**config.mk**
```make
export PLATFORM = sky130hd
export DESIGN_NAME = vit_acs_pair
export DESIGN_NICKNAME = d
export VERILOG_FILES = /design/src/rtl/acs_pkg.sv /design/src/rtl/acs_split_adder.sv /design/src/rtl/acs_select.sv /design/src/rtl/acs_survivor.sv /design/src/rtl/acs_wrap_counter.sv /design/src/rtl/vit_acs_pair.sv
export SDC_FILE = /design/constraint.sdc
export NUM_CORES = 1
export LEC_CHECK = 0
export ABC_CLOCK_PERIOD_IN_PS = 6540
export BUFFER_PORTS_ARGS = -buffer_cell sky130_fd_sc_hd__buf_2
export CELL_PAD_IN_SITES_DETAIL_PLACEMENT = 2
export CELL_PAD_IN_SITES_GLOBAL_PLACEMENT = 2
export CORE_MARGIN = 2
export CORE_UTILIZATION = 33
export DETAILED_ROUTE_END_ITERATION = 8
export PLACE_DENSITY_LB_ADDON = 0.1
export SYNTH_ARGS = -nofsm -noshare
export SYNTH_HDL_FRONTEND = slang
export SYNTH_SLANG_ARGS = --single-unit
```
**constraint.sdc**
```tcl
create_clock -name clk -period 6.54 [get_ports clk]
set_input_delay 0.327 -clock clk [delete_from_list [all_inputs] [get_ports clk]]
set_output_delay 0.327 -clock clk [all_outputs]
set_load 0.02 [all_outputs]
```
**src/rtl/acs_pkg.sv**
```systemverilog
package acs_pkg;
   typedef enum logic {
      ACS_DUAL  = 1'b0,
      ACS_SPLIT = 1'b1
   } acs_mode_e;

   localparam int unsigned ACS_DEF_MW    = 16;
   localparam int unsigned ACS_DEF_LW    = 8;
   localparam int unsigned ACS_DEF_DEPTH = 16;
endpackage

```
**src/rtl/acs_split_adder.sv**
```systemverilog
module acs_split_adder #(
   parameter int unsigned W          = 16,
   parameter int unsigned LW         = 8,
   parameter bit          SPLITTABLE = 1'b1
) (
   input  logic [W-1:0] a,
   input  logic [W-1:0] b,
   input  logic         split,
   output logic [W-1:0] sum
);
   localparam int unsigned NL = W / LW;

   generate
      if (W % LW != 0) begin : g_bad_lane
         $error("acs_split_adder: W must be a multiple of LW");
      end
   endgenerate

   logic cut;
   generate
      if (SPLITTABLE) begin : g_cut
         assign cut = split;
      end else begin : g_nocut
         logic unused_split;
         assign unused_split = split;
         assign cut = 1'b0;
      end
   endgenerate

   logic [NL-1:0] cin;
   assign cin[0] = 1'b0;

   genvar i;
   generate
      for (i = 0; i < NL; i++) begin : g_lane
         if (i == NL - 1) begin : g_top
            assign sum[i*LW +: LW] = a[i*LW +: LW] + b[i*LW +: LW] + {{(LW-1){1'b0}}, cin[i]};
         end else begin : g_mid
            logic co;
            assign {co, sum[i*LW +: LW]} = {1'b0, a[i*LW +: LW]} + {1'b0, b[i*LW +: LW]}
                                           + {{LW{1'b0}}, cin[i]};
            assign cin[i+1] = co & ~cut;
         end
      end
   endgenerate
endmodule

```
**src/rtl/acs_select.sv**
```systemverilog
module acs_select #(
   parameter int unsigned W = 16
) (
   input  logic [W-1:0] keep_v,
   input  logic [W-1:0] alt_v,
   output logic [W-1:0] win_v,
   output logic         pick_alt
);
   always_comb begin
      pick_alt = (alt_v < keep_v);
      win_v    = pick_alt ? alt_v : keep_v;
   end
endmodule

```
**src/rtl/acs_survivor.sv**
```systemverilog
module acs_survivor #(
   parameter int unsigned DEPTH = 16
) (
   input  logic             clk,
   input  logic             rst_n,
   input  logic             shift_en,
   input  logic             bit_in,
   output logic [DEPTH-1:0] bits
);
   generate
      if (DEPTH < 2) begin : g_bad_depth
         $error("acs_survivor: DEPTH must be at least 2");
      end
   endgenerate

   always_ff @(posedge clk) begin
      if (!rst_n)        bits <= '0;
      else if (shift_en) bits <= {bits[DEPTH-2:0], bit_in};
   end
endmodule

```
**src/rtl/acs_wrap_counter.sv**
```systemverilog
module acs_wrap_counter #(
   parameter int unsigned DEPTH = 16
) (
   input  logic clk,
   input  logic rst_n,
   input  logic step,
   output logic wrap
);
   localparam int unsigned CW = (DEPTH > 1) ? $clog2(DEPTH) : 1;
   localparam logic [CW-1:0] LAST = CW'(DEPTH - 1);

   logic [CW-1:0] cnt;

   always_ff @(posedge clk) begin
      if (!rst_n) begin
         cnt  <= '0;
         wrap <= 1'b0;
      end else begin
         wrap <= step && (cnt == LAST);
         if (step) cnt <= (cnt == LAST) ? '0 : cnt + 1'b1;
      end
   end
endmodule

```
**src/rtl/vit_acs_pair.sv**
```systemverilog
module vit_acs_pair #(
   parameter int unsigned MW    = acs_pkg::ACS_DEF_MW,
   parameter int unsigned LW    = acs_pkg::ACS_DEF_LW,
   parameter int unsigned DEPTH = acs_pkg::ACS_DEF_DEPTH
) (
   input  logic            clk,
   input  logic            rst_n,
   input  logic            in_valid,
   input  logic            split_mode,
   input  logic [2*MW-1:0] pm_word,
   input  logic [2*MW-1:0] bm_word,
   output logic            out_valid,
   output logic [2*MW-1:0] pm_out,
   output logic [1:0]      dec_out,
   output logic [DEPTH-1:0] surv0,
   output logic [DEPTH-1:0] surv1,
   output logic            surv_full
);
   import acs_pkg::*;

   localparam int unsigned PW = 2 * MW;

   generate
      if (MW != 2 * LW) begin : g_bad_width
         $error("vit_acs_pair: MW must equal twice LW");
      end
   endgenerate

   acs_mode_e mode;
   assign mode = acs_mode_e'(split_mode);

   logic [MW-1:0] pm_lo, pm_hi, bm_lo, bm_hi;
   assign pm_lo = pm_word[MW-1:0];
   assign pm_hi = pm_word[PW-1:MW];
   assign bm_lo = bm_word[MW-1:0];
   assign bm_hi = bm_word[PW-1:MW];

   logic [MW-1:0] s_straight_lo, s_straight_hi, s_cross_lo, s_cross_hi;

   acs_split_adder #(.W(MW), .LW(LW), .SPLITTABLE(1'b1)) u_add_a (
      .a(pm_lo), .b(bm_lo), .split(mode == ACS_SPLIT), .sum(s_straight_lo));
   acs_split_adder #(.W(MW), .LW(LW), .SPLITTABLE(1'b0)) u_add_b (
      .a(pm_hi), .b(bm_hi), .split(1'b0), .sum(s_straight_hi));
   acs_split_adder #(.W(MW), .LW(LW), .SPLITTABLE(1'b0)) u_add_c (
      .a(pm_lo), .b(bm_hi), .split(1'b0), .sum(s_cross_lo));
   acs_split_adder #(.W(MW), .LW(LW), .SPLITTABLE(1'b0)) u_add_d (
      .a(pm_hi), .b(bm_lo), .split(1'b0), .sum(s_cross_hi));

   logic [MW-1:0] win_a, win_b;
   logic [LW-1:0] win_s;
   logic          pick_a, pick_b, pick_s;

   acs_select #(.W(MW)) u_sel_a (
      .keep_v(s_straight_lo), .alt_v(s_straight_hi), .win_v(win_a), .pick_alt(pick_a));
   acs_select #(.W(MW)) u_sel_b (
      .keep_v(s_cross_lo), .alt_v(s_cross_hi), .win_v(win_b), .pick_alt(pick_b));
   acs_select #(.W(LW)) u_sel_s (
      .keep_v(s_straight_lo[LW-1:0]), .alt_v(s_straight_lo[MW-1:LW]),
      .win_v(win_s), .pick_alt(pick_s));

   logic [PW-1:0] pm_next;
   logic [1:0]    dec_next;

   always_comb begin
      if (mode == ACS_SPLIT) begin
         pm_next  = {s_straight_lo, {(MW-LW){1'b0}}, win_s};
         dec_next = {1'b0, pick_s};
      end else begin
         pm_next  = {win_b, win_a};
         dec_next = {pick_b, pick_a};
      end
   end

   always_ff @(posedge clk) begin
      if (!rst_n) begin
         out_valid <= 1'b0;
         pm_out    <= '0;
         dec_out   <= '0;
      end else begin
         out_valid <= in_valid;
         if (in_valid) begin
            pm_out  <= pm_next;
            dec_out <= dec_next;
         end
      end
   end

   acs_survivor #(.DEPTH(DEPTH)) u_surv0 (
      .clk(clk), .rst_n(rst_n), .shift_en(in_valid), .bit_in(dec_next[0]), .bits(surv0));
   acs_survivor #(.DEPTH(DEPTH)) u_surv1 (
      .clk(clk), .rst_n(rst_n), .shift_en(in_valid), .bit_in(dec_next[1]), .bits(surv1));

   acs_wrap_counter #(.DEPTH(DEPTH)) u_wrap (
      .clk(clk), .rst_n(rst_n), .step(in_valid), .wrap(surv_full));

   // Checks next to the datapath they guard
   assert_lo_is_min_R1: assert property (@(posedge clk) disable iff (!rst_n)
      (in_valid && !split_mode) |=>
         (pm_out[MW-1:0] <= $past(pm_word[MW-1:0] + bm_word[MW-1:0])) &&
         (pm_out[MW-1:0] <= $past(pm_word[PW-1:MW] + bm_word[PW-1:MW])));

   assert_hi_is_min_R2: assert property (@(posedge clk) disable iff (!rst_n)
      (in_valid && !split_mode) |=>
         (pm_out[PW-1:MW] <= $past(pm_word[MW-1:0] + bm_word[PW-1:MW])) &&
         (pm_out[PW-1:MW] <= $past(pm_word[PW-1:MW] + bm_word[MW-1:0])));

   assert_tie_keeps_lower_R3: assert property (@(posedge clk) disable iff (!rst_n)
      (in_valid && !split_mode &&
       (MW'(pm_word[MW-1:0] + bm_word[MW-1:0]) == MW'(pm_word[PW-1:MW] + bm_word[PW-1:MW])))
      |=> !dec_out[0]);

   assert_valid_follows_R4: assert property (@(posedge clk) disable iff (!rst_n)
      in_valid |=> out_valid);

   assert_idle_holds_R4: assert property (@(posedge clk) disable iff (!rst_n)
      !in_valid |=> !out_valid && $stable(pm_out) && $stable(dec_out) && $stable(surv0));

   assert_survivor_shift_R5: assert property (@(posedge clk) disable iff (!rst_n)
      in_valid |=> (surv0[DEPTH-1:1] == $past(surv0[DEPTH-2:0])) && (surv0[0] == dec_out[0]) &&
                   (surv1[0] == dec_out[1]));

   assert_full_on_output_R6: assert property (@(posedge clk) disable iff (!rst_n)
      surv_full |-> out_valid);

   assert_split_upper_zero_R8: assert property (@(posedge clk) disable iff (!rst_n)
      (in_valid && split_mode) |=> !dec_out[1] && (pm_out[MW-1:LW] == '0));
endmodule

```
* Word-level counts from Yosys, hierarchy flattened
Cells that the tools add are included.
Storage, ports and cells: flip-flop bits (word level) 72, bits in latches 0, bits in writable memories 0, memory bits (read-only) 0, input bits 68, output and inout port bits 68, memories 0
Cells by class: add/sub/neg operators 13, multiply operators 0, div/mod/pow operators 0, magnitude comparators 3, equality and inequality tests 1, shifts and indexed selects 0, mux-type cells 6, bitwise operators 2, reduce and logical (&&, ||, !) cells 1
Operators with widths (count):
- 8-bit by 8-bit adder with 9-bit output | 4
- 8-bit by 1-bit adder with 8-bit output | 4
- 8-bit adder | 4
- 16-bit < comparator | 2
- 16-bit two-way mux | 2
- 32-bit two-way mux | 1
- 8-bit < comparator | 1
- 8-bit two-way mux | 1
- 4-bit by 1-bit adder with 4-bit output, second input constant | 1
- 4-bit == test, second input constant | 1
- 4-bit two-way mux | 1
- 2-bit two-way mux | 1
- 1-bit bitwise AND | 1
- 1-bit logical AND | 1
- 1-bit NOT | 1

* Longest topological paths before layout
Gate-level depths: netlist (run 1).
depth after elaboration 6, mapped depth 27

* By module
A second synthesis (run 1) with hierarchy kept.
Unflattened totals: cells, all modules 718, area total of the unflattened synthesis 6844.1 sq um
By module, submodules not included:
- acs_split_adder (u_add_b ...) | times used 3, cells an instance 67, area an instance 559.3 sq um, sequential area each 0.0 sq um
- vit_acs_pair | times used 1, cells an instance 155, area an instance 1530.2 sq um, sequential area each 700.7 sq um
- acs_select (u_sel_a ...) | times used 2, cells an instance 67, area an instance 653.1 sq um, sequential area each 0.0 sq um
- acs_survivor | times used 2, cells an instance 51, area an instance 615.6 sq um, sequential area each 320.3 sq um
- acs_split_adder (u_add_a) | times used 1, cells an instance 71, area an instance 580.6 sq um, sequential area each 0.0 sq um
- acs_select (u_sel_s) | times used 1, cells an instance 32, area an instance 301.5 sq um, sequential area each 0.0 sq um
- acs_wrap_counter | times used 1, cells an instance 23, area an instance 216.5 sq um, sequential area each 100.1 sq um

* Least setup slack after synthesis (run 1)
Ideal clock, no wire load.
kind input to register, start point input port pm_word[0], end point register pm_out[7], arrival 4.962 ns, slack 1.463 ns, stages on the path 27, cells stage by stage ha_1 inv_1 fa_1 nand2b_2 a21oi_4 a21o_2 a21o_1 a21o_1 a21oi_1 nor2_1 fa_1 inv_1 fa_1 nand2b_1 a21oi_1 xor2_1 inv_1 ha_1 nand3_1 nor2_1 o41ai_1 o21ai_0 a221oi_4 buf_6 mux2i_1 nor2_1 o21a_1
Between the ends: word-level cells in the longest chain between the ends 6, elaborated cells between the ends (all ways) 8
RTL lines:
- start, declared | line vit_acs_pair.sv:10 | input logic [2*MW-1:0] pm_word,
- 8-bit by 8-bit adder with 9-bit output * | line acs_split_adder.sv:40 | assign {co, sum[i*LW +: LW]} = {1'b0, a[i*LW +: LW]} + {1'b0, b[i*LW +: LW]}
- 1-bit bitwise AND | line acs_split_adder.sv:42 | assign cin[i+1] = co & ~cut;
- 8-bit by 1-bit adder with 8-bit output | line acs_split_adder.sv:37 | assign sum[i*LW +: LW] = a[i*LW +: LW] + b[i*LW +: LW] + {{(LW-1){1'b0}}, cin[i]};
- 16-bit < comparator / 8-bit < comparator (equally long branches) | line acs_select.sv:10 | pick_alt = (alt_v < keep_v);
- 16-bit two-way mux / 8-bit two-way mux (equally long branches) | line acs_select.sv:11 | win_v = pick_alt ? alt_v : keep_v;
- 32-bit two-way mux * | line vit_acs_pair.sv:65 | if (mode == ACS_SPLIT) begin
- end signal, assigned | line vit_acs_pair.sv:82 | pm_out <= pm_next;
- end, declared | line vit_acs_pair.sv:13 | output logic [2*MW-1:0] pm_out,
Mark *: on every way between the ends. The rest lies on a longest branch, timed or not. A chain may end at the register's enable or synchronous reset.

* Final worst setup path (run 1)
start point input port pm_word[16], end point register pm_out[26]
Between the ends: word-level cells in the longest chain between the ends 5
RTL lines (line):
- 8-bit by 8-bit adder with 9-bit output * | acs_split_adder.sv:40
- 8-bit by 1-bit adder with 8-bit output | acs_split_adder.sv:37
- 16-bit < comparator | acs_select.sv:10
- 16-bit two-way mux * | acs_select.sv:11
- 32-bit two-way mux * | vit_acs_pair.sv:65
Marks and branches as above.

==> metrics.csv, run 1 <==
metric,value,unit
Post-synth EDFFs,0,
wire per inst,20.7,um
hold wc startpoint,rst_n,
Critical Path Sink Type,flop,
final hold vios,0,
WS Path Type,in2reg,
"flops & latches, synth",70,
H-tree Lvls,3,
Critical R2R Launch,u_wrap.cnt[0],
Root Buffer,clkbuf_16,
initial antenna violation count,0,
# DRC,0,
synth warn,0,
Die Area,0.0202,sq mm
CTS Hold Bufs,0,
total wire length,23400,um
Placed Cells,1111,
CTS tree,done,
R2R depth,5,
GRT Total Usage,23.7,%
Crit Path Max Fanout,8,
via/cell ratio,5.46,
worst slew pin tran,1050,ps
cts bufs inserted,9,
syn_nets,928,
Layout Nets,1065,
run status,completed,
Syn Inst Count,756,
final-report setup violation count,0,
CP required,6720,ps
Max Slew Vio Count,0,
Post-synth top flop,dfxtp_1,
vias in the first global route,6882,
fmax,168,MHz
GP Congestion,0.883,
crit path DAT,6150,ps
port bufs,135,
Mapped Avg Cell Area,8.32,sq um
area grow syn2layout,19.9,%
Final WS setup,572,ps
share of cells above drive strength 1,20.5,%
Rows,50,
Rel. slew slack,29.3,%
grt ovf,0,
final worst path period need,5970,ps
post-route insts no fill,1132,
Iter 0 DRT Violations,209,
Filler cells,2156,
Antenna Nets Post-Route,0,
RSZ-0062 raised after global routing,no,
first-pass GRT wire length,37100,um
WHS Path Cells,2,
Initial Util,33.6,%
Die Wd,142,um
clk_lat worst skew,340,ps
DRT Pass-1 Iters,4,
via count,6177,
Post-synth ARST share,0,%
Max clock buf depth,2,
Die Y,142,um
R2R Setup Slk,5300,ps
clock sinks,70,
post-synthesis sequential area ratio,22.3,%
Detailed Place HPWL,19400,um
Diodes inserted,0,
Setup TNS,0,ps
worst hold path endpoint,pm_out[5],
core area,0.0187,sq mm
Post-CTS Repair Setup Buffers,0,
pwr dens,261,mW/mm^2
Yosys cell types,70,
Crit Reg-Reg Endpoint,u_wrap.cnt[0],
Max Clock Skew,6.30,ps
crit path launch type,input port,
P_leak,3.62,nW
"Reg clk slew, reported paths",60,ps
largest net degree at the start of global routing,60,
Post-Syn Area,0.00629,sq mm
final period utilization,91.3,%
I/O Pins,136,
post_cts resized,0,
Place WS,87.8,ps
Hold Crit Class,in2reg,
max_cap viols,0,
Peak VDD IR,0.000155,V
cells in the mapped netlist (all sizes together), types with 4 or more instances:
| cell | instances | area, sq um |
|---|---|---|
| a31oi | 8 | 50.1 |
| nor2 | 83 | 314 |
| clkbuf | 17 | 63.8 |
| o21ai | 51 | 255 |
| o21bai | 4 | 30.0 |
| fa | 12 | 240 |
| a211oi | 14 | 110 |
| dfxtp | 70 | 1400 |
| mux2i | 36 | 360 |
| o21a | 9 | 67.6 |
| a21boi | 6 | 45.0 |
| nand2b | 17 | 109 |
| nand3 | 11 | 55.1 |
| a21oi | 63 | 327 |
| a22o | 6 | 52.6 |
| a21o | 14 | 106 |
| nor3b | 4 | 30.0 |
| nand4 | 4 | 25.0 |
| ha | 92 | 1150 |
| xnor2 | 27 | 244 |
| o211ai | 10 | 75.1 |
| xor2 | 18 | 158 |
| nand2 | 43 | 161 |
| buf | 7 | 42.5 |
| nor3 | 15 | 75.1 |
| or2 | 5 | 31.3 |
| inv | 53 | 199 |
| a2111oi | 4 | 53.8 |
| nor2b | 14 | 87.6 |
report_power, final:
group	leakage (nW)	switching, W	internal (W)	total [W]
logic	2.92	0.000624	0.000392	0.00102
registers	0.571	0.0000243	0.000461	0.000486
clock network	0.133	0.000207	0.000260	0.000466
total	3.62	0.000855	0.00111	0.00197
cells in the final DEF, fill, tap and decap left out, types with 16 or more instances in the layout:
| master | synthesis | routed |
|---|---|---|
| a21oi_1 | 62 | 62 |
| buf_2 | 1 | 135 |
| dfxtp_1 | 70 | 70 |
| ha_1 | 92 | 92 |
| inv_1 | 53 | 53 |
| mux2i_1 | 36 | 36 |
| nand2_1 | 43 | 43 |
| nand2b_1 | 16 | 16 |
| nor2_1 | 82 | 82 |
| o21ai_0 | 50 | 50 |
| xnor2_1 | 26 | 26 |
| xor2_1 | 18 | 18 |
cells by family after synthesis:
group	after synthesis	synth area share [%]
buf+inv	79	4.97
mux	38	6.08
flops	70	22.3
simple gates	208	15.5
xor+xnor	45	6.38
compound gates	211	22.5
fa+ha+maj	105	22.3
how the worst max path moves through the flow:
stage / start / end / depth (start not counted)
floorplan: pm_word[0] / pm_out[7] / 27
CTS: pm_word[0] / pm_out[0] / 27
global placement: pm_word[0] / pm_out[8] / 28
finish: pm_word[16] / pm_out[26] / 24
global route: pm_word[16] / pm_out[16] / 26
detailed placement: pm_word[0] / pm_out[9] / 28
sequential cells by signal, summed over array words and instances (netlist names):
signal	flops
dec_out	1
out_valid	1
pm_out	32
u_surv0.bits	15
u_surv1.bits	16
u_wrap.cnt	4
u_wrap.wrap	1
stage by stage:
step	hold WS [ps]	area, sq um	utilization, %	power [W]
finish	350	7540	40.3	0.00197
global route	344	7540	40.3	0.00211
CTS	340	7510	40.1	0.00196
detailed placement	451	7230	38.7	0.00147
global placement	442	7230	38.7	0.00143
floorplan	459	6290	-	0.00114
worst max-delay path: stages:
cell and delay (ps):
buf_2 110, ha_1 200, inv_1 70, fa_1 210, nor2b_1 60, o21ai_0 300
a21boi_0 250, o21a_1 250, o21ai_0 240, nand2b_1 90, a21oi_1 290, fa_1 270
inv_1 60, fa_1 400, a21o_1 190, a21oi_1 260, xnor2_1 240, ha_1 310
o21ai_0 190, a21oi_1 80, o31ai_1 850, nand2_1 290, o211ai_1 460, a31oi_1 140
final cells by class:
cell class	instances	area, sq um	share of cell area (%)
timing repair buffer	150	788	10.4
sequential	70	1400	18.6
inverter	55	206	2.74
clock buffer	10	229	3.03
multi-input combinational	607	4580	60.7
tap	234	293	3.88
clock inverter	6	47.5	0.630
per-layer routing:
| layer | GRT usage [%] | part of all wire [%] | routed length (um) |
|---|---|---|---|
| met1 | 29.7 | 46 | 10800 |
| met2 | 42.7 | 49 | 11500 |
| met3 | 3.13 | 2.7 | 628 |
| met4 | 6.26 | 1.8 | 423 |
| met5 | 0 | 0 | 0 |
Note: power is estimated with default switching activity, not from simulation.
==> inputs of run 2 (changes only) <==
--- a/config.mk
+++ b/config.mk
@@ -5,14 +5,16 @@
 export SDC_FILE = /design/constraint.sdc
 export NUM_CORES = 1
 export LEC_CHECK = 0
+export ABC_AREA = 1
 export ABC_CLOCK_PERIOD_IN_PS = 6540
 export BUFFER_PORTS_ARGS = -buffer_cell sky130_fd_sc_hd__buf_2
 export CELL_PAD_IN_SITES_DETAIL_PLACEMENT = 2
 export CELL_PAD_IN_SITES_GLOBAL_PLACEMENT = 2
 export CORE_MARGIN = 2
-export CORE_UTILIZATION = 33
+export CORE_UTILIZATION = 31
 export DETAILED_ROUTE_END_ITERATION = 8
 export PLACE_DENSITY_LB_ADDON = 0.1
 export SYNTH_ARGS = -nofsm -noshare
 export SYNTH_HDL_FRONTEND = slang
+export SYNTH_HIERARCHICAL = 1
 export SYNTH_SLANG_ARGS = --single-unit
==> run 2 against run 1 <==
Net effect:
- sequential power up 4%
- non-clock buffer count down 9
- synthesized area up 22%
- cell count up 49%
- highest routed layer unchanged
==> metrics.csv, run 2 <==
metric,value,unit,change
run status,completed,,unchanged
Hold Crit Class,reg2reg,,was in2reg
layer with the highest usage,met2,,unchanged
via/cell ratio,4.66,,was 5.46
clock sinks,72,,was 70
H-tree Lvls,3,,unchanged
Die Area,0.0261,sq mm,was 0.0202 sq mm
CP max stage delay,440,ps,was 850 ps
# DRC,0,,unchanged
syn_nets,1407,,was 928
Filler cells,3153,,was 2156
global routing usage on met2,35.8,%,was 42.7%
Max Clock Skew,4.87,ps,was 6.30 ps
Detailed Place HPWL,21800,um,was 19400 um
"Reg clk slew, reported paths",60,ps,about the same
core area,0.0243,sq mm,was 0.0187 sq mm
worst slew pin tran,679,ps,was 1050 ps
DP Area,0.00858,sq mm,was 0.00723 sq mm
total wire length,25800,um,was 23400 um
crit path launch type,input port,,unchanged
Max clock buf depth,2,,unchanged
final period utilization,70.1,%,was 91.3%
I/O Pins,136,,unchanged
Peak VDD IR,0.0000976,V,was 0.000155 V
CTS tree,done,,unchanged
crit path DAT,4810,ps,was 6150 ps
share of cells above drive strength 1,17.9,%,was 20.5%
cts bufs inserted,9,,unchanged
Die Y,161,um,was 142 um
total power,0.00218,W,was 0.00197 W
Multi-input gate area,0.00531,sq mm,was 0.00458 sq mm
Antenna Nets Post-Route,0,,unchanged
Largest register FFs,32,,unchanged
met1 Usage GRT,27.0,%,was 29.7%
initial antenna violation count,0,,unchanged
final worst path period need,4590,ps,was 5970 ps
grt ovf,0,,unchanged
Diodes inserted,0,,unchanged
Layout Nets,1529,,was 1065
Post-CTS Repair Setup Buffers,0,,unchanged
Die Wd,161,um,was 142 um
family with the most delay on the worst path,simple AND/OR/NAND/NOR gates,,was compound AO/OA/AOI/OAI gates
Iter 0 DRT Violations,259,,was 209
DRT Pass-1 Iters,4,,unchanged
met3 Use GR,1.67,%,was 3.13%
Mapped Avg Cell Area,6.23,sq um,was 8.32 sq um
area grow syn2layout,15.9,%,was 19.9%
P_leak,5.21,nW,was 3.62 nW
WS Path Type,in2reg,,unchanged
final hold vios,0,,unchanged
Largest Register,pm_out,,unchanged
Max Slew Vio Count,0,,unchanged
Syn Inst Count,1233,,was 756
Setup TNS,0,ps,unchanged
Root Buffer,clkbuf_16,,unchanged
"commonest non-fill, non-tap cell in the layout",nand2_1,,was buf_2
pwr dens,245,mW/mm^2,was 261 mW/mm^2
vias in the first global route,8329,,was 6882
RSZ-0062 raised after global routing,no,,unchanged
Rows,57,,was 50
max_cap viols,0,,unchanged
first-pass GRT wire length,42400,um,was 37100 um
CTS Hold Bufs,0,,unchanged
post-route cell area,0.00891,sq mm,was 0.00754 sq mm
Initial Util,31.6,%,was 33.6%
Critical Path Sink Type,flop,,unchanged
synth warn,6,,was 0
Crit Path Max Fanout,17,,was 8
port bufs,135,,unchanged
wire per inst,15.3,um,was 20.7 um
CP required,6760,ps,was 6720 ps
Finished Core Util,36.6,%,was 40.3%
GP Congestion,0.793,,was 0.883
clk_lat worst skew,330,ps,was 340 ps
most frequent CP cell,nand2_1,,
largest net degree at the start of global routing,69,,was 60
"commonest non-fill, non-tap cells in the layout","nand2_1, inv_1, nor2_1, buf_2, ha_1",,"was buf_2, ha_1, nor2_1, dfxtp_1, a21oi_1"
GRT Total Usage,20.1,%,was 23.7%
fmax,218,MHz,was 168 MHz
Rel. slew slack,54.7,%,was 29.3%
crit path buf inv count,5,,was 3
post_cts resized,0,,unchanged
slowest CP cell,fa_1,,was o31ai_1
Largest regs,"pm_out x32, u_surv0/bits x16, u_surv1/bits x16",,"was pm_out x32, u_surv1.bits x16, u_surv0.bits x15"
via count,7855,,was 6177
Reg area,0.00144,sq mm,was 0.00140 sq mm
final-report setup violation count,0,,unchanged
Post-Syn Area,0.00769,sq mm,was 0.00629 sq mm
run 2: final cells by class:
class | instances | area share (%)
sequential | 72 | 16.2
tap | 324 | 4.55
multi-input combinational | 944 | 59.6
clock inverter | 7 | 1.17
timing repair buffer | 141 | 8.12
clock buffer | 9 | 2.53
inverter | 187 | 7.88
run 2: worst paths after layout:
| kind | startpoint | endpoint | slack [ps] | cells past startpoint |
|---|---|---|---|---|
| max | pm_word[0] | pm_out[18] | 1950 | 30 |
| min | pm_out[15] | pm_out[15] | 450 | 2 |
| max reg2reg | u_wrap/cnt[0] | u_wrap/cnt[3] | 5530 | 4 |
| min reg2reg | pm_out[15] | pm_out[15] | 450 | 2 |
run 2: power breakdown:
part | leakage [nW] | internal [W] | switching (W)
logic | 4.46 | 0.000396 | 0.000741
clock network | 0.154 | 0.000339 | 0.000203
registers | 0.595 | 0.000479 | 0.0000265
total | 5.21 | 0.00121 | 0.000971
run 2: tightest hold or removal path: cells and delay by family (launching register included):
kind | cells | cell delay [ps]
simple gates | 2 | 100
flops | 1 | 300
run 2: metal layers:
metal	vias to the layer above	wire length [um]
li1	4014	-
met5	-	0
met4	0	206
met1	3740	12500
met2	90	12500
met3	11	510
run 2: per-stage QoR:
| stage | std cells | worst slack (ps) | hold slack [ps] |
|---|---|---|---|
| detailed placement | 1668 | 1600 | 443 |
| floorplan | 1233 | 2640 | 439 |
| global route | 1684 | 1540 | 485 |
| finish | 1684 | 1950 | 450 |
| CTS | 1684 | 1930 | 457 |
| global placement | 1668 | 1710 | 437 |
==> inputs of run 3 (changes only) <==
--- a/config.mk
+++ b/config.mk
@@ -5,13 +5,13 @@
 export SDC_FILE = /design/constraint.sdc
 export NUM_CORES = 1
 export LEC_CHECK = 0
-export ABC_AREA = 1
-export ABC_CLOCK_PERIOD_IN_PS = 6540
+export ABC_AREA = 0
+export ABC_CLOCK_PERIOD_IN_PS = 4000
 export BUFFER_PORTS_ARGS = -buffer_cell sky130_fd_sc_hd__buf_2
 export CELL_PAD_IN_SITES_DETAIL_PLACEMENT = 2
 export CELL_PAD_IN_SITES_GLOBAL_PLACEMENT = 2
 export CORE_MARGIN = 2
-export CORE_UTILIZATION = 31
+export CORE_UTILIZATION = 32
 export DETAILED_ROUTE_END_ITERATION = 8
 export PLACE_DENSITY_LB_ADDON = 0.1
 export SYNTH_ARGS = -nofsm -noshare
==> constraint.sdc (replaced) <==
create_clock -name clk -period 4 [get_ports clk]
set_input_delay 0.2 -clock clk [delete_from_list [all_inputs] [get_ports clk]]
set_output_delay 0.2 -clock clk [all_outputs]
set_load 0.02 [all_outputs]
==> run 3 against run 2 <==
Net effect:
- the flow now finishes with violations (negative setup slack)
- core utilization is 8.9 points higher
- power is 91% higher
- sequential power grew 60%
- critical endpoint is now pm_out[25]
==> metrics.csv, run 3 <==
metric,value,unit,change
final worst path period need,4880,ps,
Antenna Nets Post-Route,0,,unchanged
syn_nets,891,,was 1407
total wire length,26300,um,was 25800 um
slowest CP cell,fa_2,,was fa_1
Setup TNS,-27980,ps,was 0 ps
fmax,205,MHz,
Rel. slew slack,20.1,%,was 54.7%
CP cell instances,buf_8 > ha_4 > fa_2 > a21oi_2 > nor2b_2 > a31oi_2 > buf_4 > o21ai_4 > fa_2 > fa_2 > a21o_1 > a21oi_2 > o21bai_1 > a21oi_2 > xnor2_2 > ha_4 > and4_4 > buf_6 > a311o_1 > a211oi_4 > buf_6 > mux2_4 > mux2i_4 > a21oi_2,,
vias in the first global route,7402,,was 8329
Largest regs,"pm_out x32, u_surv0/bits x16, u_surv1/bits x16",,unchanged
post-route cell area,0.00956,sq mm,was 0.00891 sq mm
GRT Total Usage,23.4,%,was 20.1%
port bufs,135,,unchanged
CTS tree,done,,unchanged
Max clock buf depth,2,,unchanged
pwr dens,436,mW/mm^2,was 245 mW/mm^2
P_leak,4.65,nW,was 5.21 nW
Detailed Place HPWL,20100,um,was 21800 um
via count,6429,,was 7855
Crit Path Max Fanout,5,,was 17
CP required,4160,ps,was 6760 ps
Filler cells,2247,,was 3153
cts bufs inserted,9,,unchanged
area grow syn2layout,39.8,%,was 15.9%
family with the most delay on the worst path,compound AO/OA/AOI/OAI gates,,was simple AND/OR/NAND/NOR gates
Max Slew Vio Count,0,,unchanged
Final WS setup,-880,ps,was 1950 ps
Rows,53,,was 57
Max Clock Skew,5.40,ps,was 4.87 ps
Mapped Avg Cell Area,9.54,sq um,was 6.23 sq um
Hold Crit Class,in2reg,,was reg2reg
GP Congestion,0.872,,was 0.793
CP max stage delay,410,ps,was 440 ps
"commonest non-fill, non-tap cells in the layout","buf_4, buf_2, ha_1, dfxtp_1",,"was nand2_1, inv_1, nor2_1, buf_2, ha_1"
Largest Register,pm_out,,unchanged
I/O Pins,136,,unchanged
"commonest non-fill, non-tap cell in the layout",buf_4,,was nand2_1
clock sinks,72,,unchanged
share of cells above drive strength 1,42.3,%,was 17.9%
crit path buf inv count,4,,was 5
first-pass GRT wire length,40700,um,was 42400 um
crit path launch type,input port,,unchanged
final hold vios,0,,unchanged
final-report setup violation count,36,,was 0
Syn Inst Count,717,,was 1233
Die Y,150,um,was 161 um
Initial Util,32.5,%,was 31.6%
core area,0.0210,sq mm,was 0.0243 sq mm
CTS Hold Bufs,0,,unchanged
DRT Pass-1 Iters,4,,unchanged
# DRC,0,,unchanged
DP Area,0.00861,sq mm,was 0.00858 sq mm
worst slew pin tran,1200,ps,was 679 ps
grt ovf,0,,unchanged
Iter 0 DRT Violations,222,,was 259
via/cell ratio,5.10,,was 4.66
"Reg clk slew, reported paths",60,ps,about the same
Post-Syn Area,0.00684,sq mm,was 0.00769 sq mm
total power,0.00417,W,was 0.00218 W
max_cap viols,0,,unchanged
run status,"complete, but fails checks",,was completed
initial antenna violation count,0,,unchanged
most frequent CP cell,a21oi_2,,was nand2_1
wire per inst,20.9,um,was 15.3 um
Peak VDD IR,0.000184,V,was 0.0000976 V
violated checks,negative setup slack,,
Layout Nets,1155,,was 1529
Root Buffer,clkbuf_16,,unchanged
crit path DAT,5040,ps,was 4810 ps
Die Wd,150,um,was 161 um
final period utilization,122,%,
WS Path Type,in2reg,,unchanged
Diodes inserted,0,,unchanged
Critical Path Sink Type,flop,,unchanged
H-tree Lvls,3,,unchanged
Largest register FFs,32,,unchanged
largest net degree at the start of global routing,107,,was 69
clk_lat worst skew,330,ps,about the same
RSZ-0062 raised after global routing,yes,,was no
synth warn,6,,unchanged
Die Area,0.0226,sq mm,was 0.0261 sq mm
==> run 3: per-layer routing <==
metal	track usage [%]	wire length (um)
met1	28.6	11500
met2	43.4	13500
met3	2.21	707
met4	6.46	592
met5	0	0
==> run 3: area by class of cell <==
class,count,area (sq um),area share [%]
Clock inverter,5,81.3,0.850
Tap cell,275,344,3.60
Inverter,54,203,2.12
Timing Repair Buffer,275,1840,19.3
Clock buffer,10,239,2.50
Multi-Input combinational cell,569,5410,56.6
Sequential cell,72,1440,15.1
==> run 3: tightest hold or removal path, stage by stage <==
cell	delay (ps)
buf_6	80
ha_4	130
mux2_4	130
mux2i_1	60
a21oi_1	120
==> run 3: worst paths after layout <==
| check | start | end | slack, ps | cells after the start |
|---|---|---|---|---|
| hold / removal | bm_word[0] | pm_out[16] | 450 | 5 |
| hold reg to reg | pm_out[9] | pm_out[9] | 480 | 2 |
| setup / recovery | pm_word[16] | pm_out[25] | -880 | 24 |
| setup reg to reg | u_wrap/cnt[0] | u_wrap/cnt[2] | 2820 | 4 |
==> run 3: what timing repair did <==
action / 4_1_cts / 5_1_grt
setup buffers: 22 / 8
cloned: 3 / 0
pin swaps: 57 / 28
endpoints found under the setup margin: 36 / 36
endpoints found under the hold margin: 0 / 0
gates resized for setup: 54 / 27
==> run 3: power breakdown <==
part	switching (W)	internal, W	total (W)
clock	0.000314	0.000560	0.000874
combinational	0.00121	0.00128	0.00249
sequential	0.0000372	0.000771	0.000809
total	0.00156	0.00261	0.00417
==> run 3: through the flow <==
stage	util (%)	hold slack (ps)	instances	setup WS, ps
floorplan	-	322	717	-735
global placement	41.0	449	1216	-1420
detailed placement	41.0	462	1216	-1610
CTS	45.0	418	1255	-832
global route	45.5	489	1260	-1020
finish	45.5	448	1260	-880
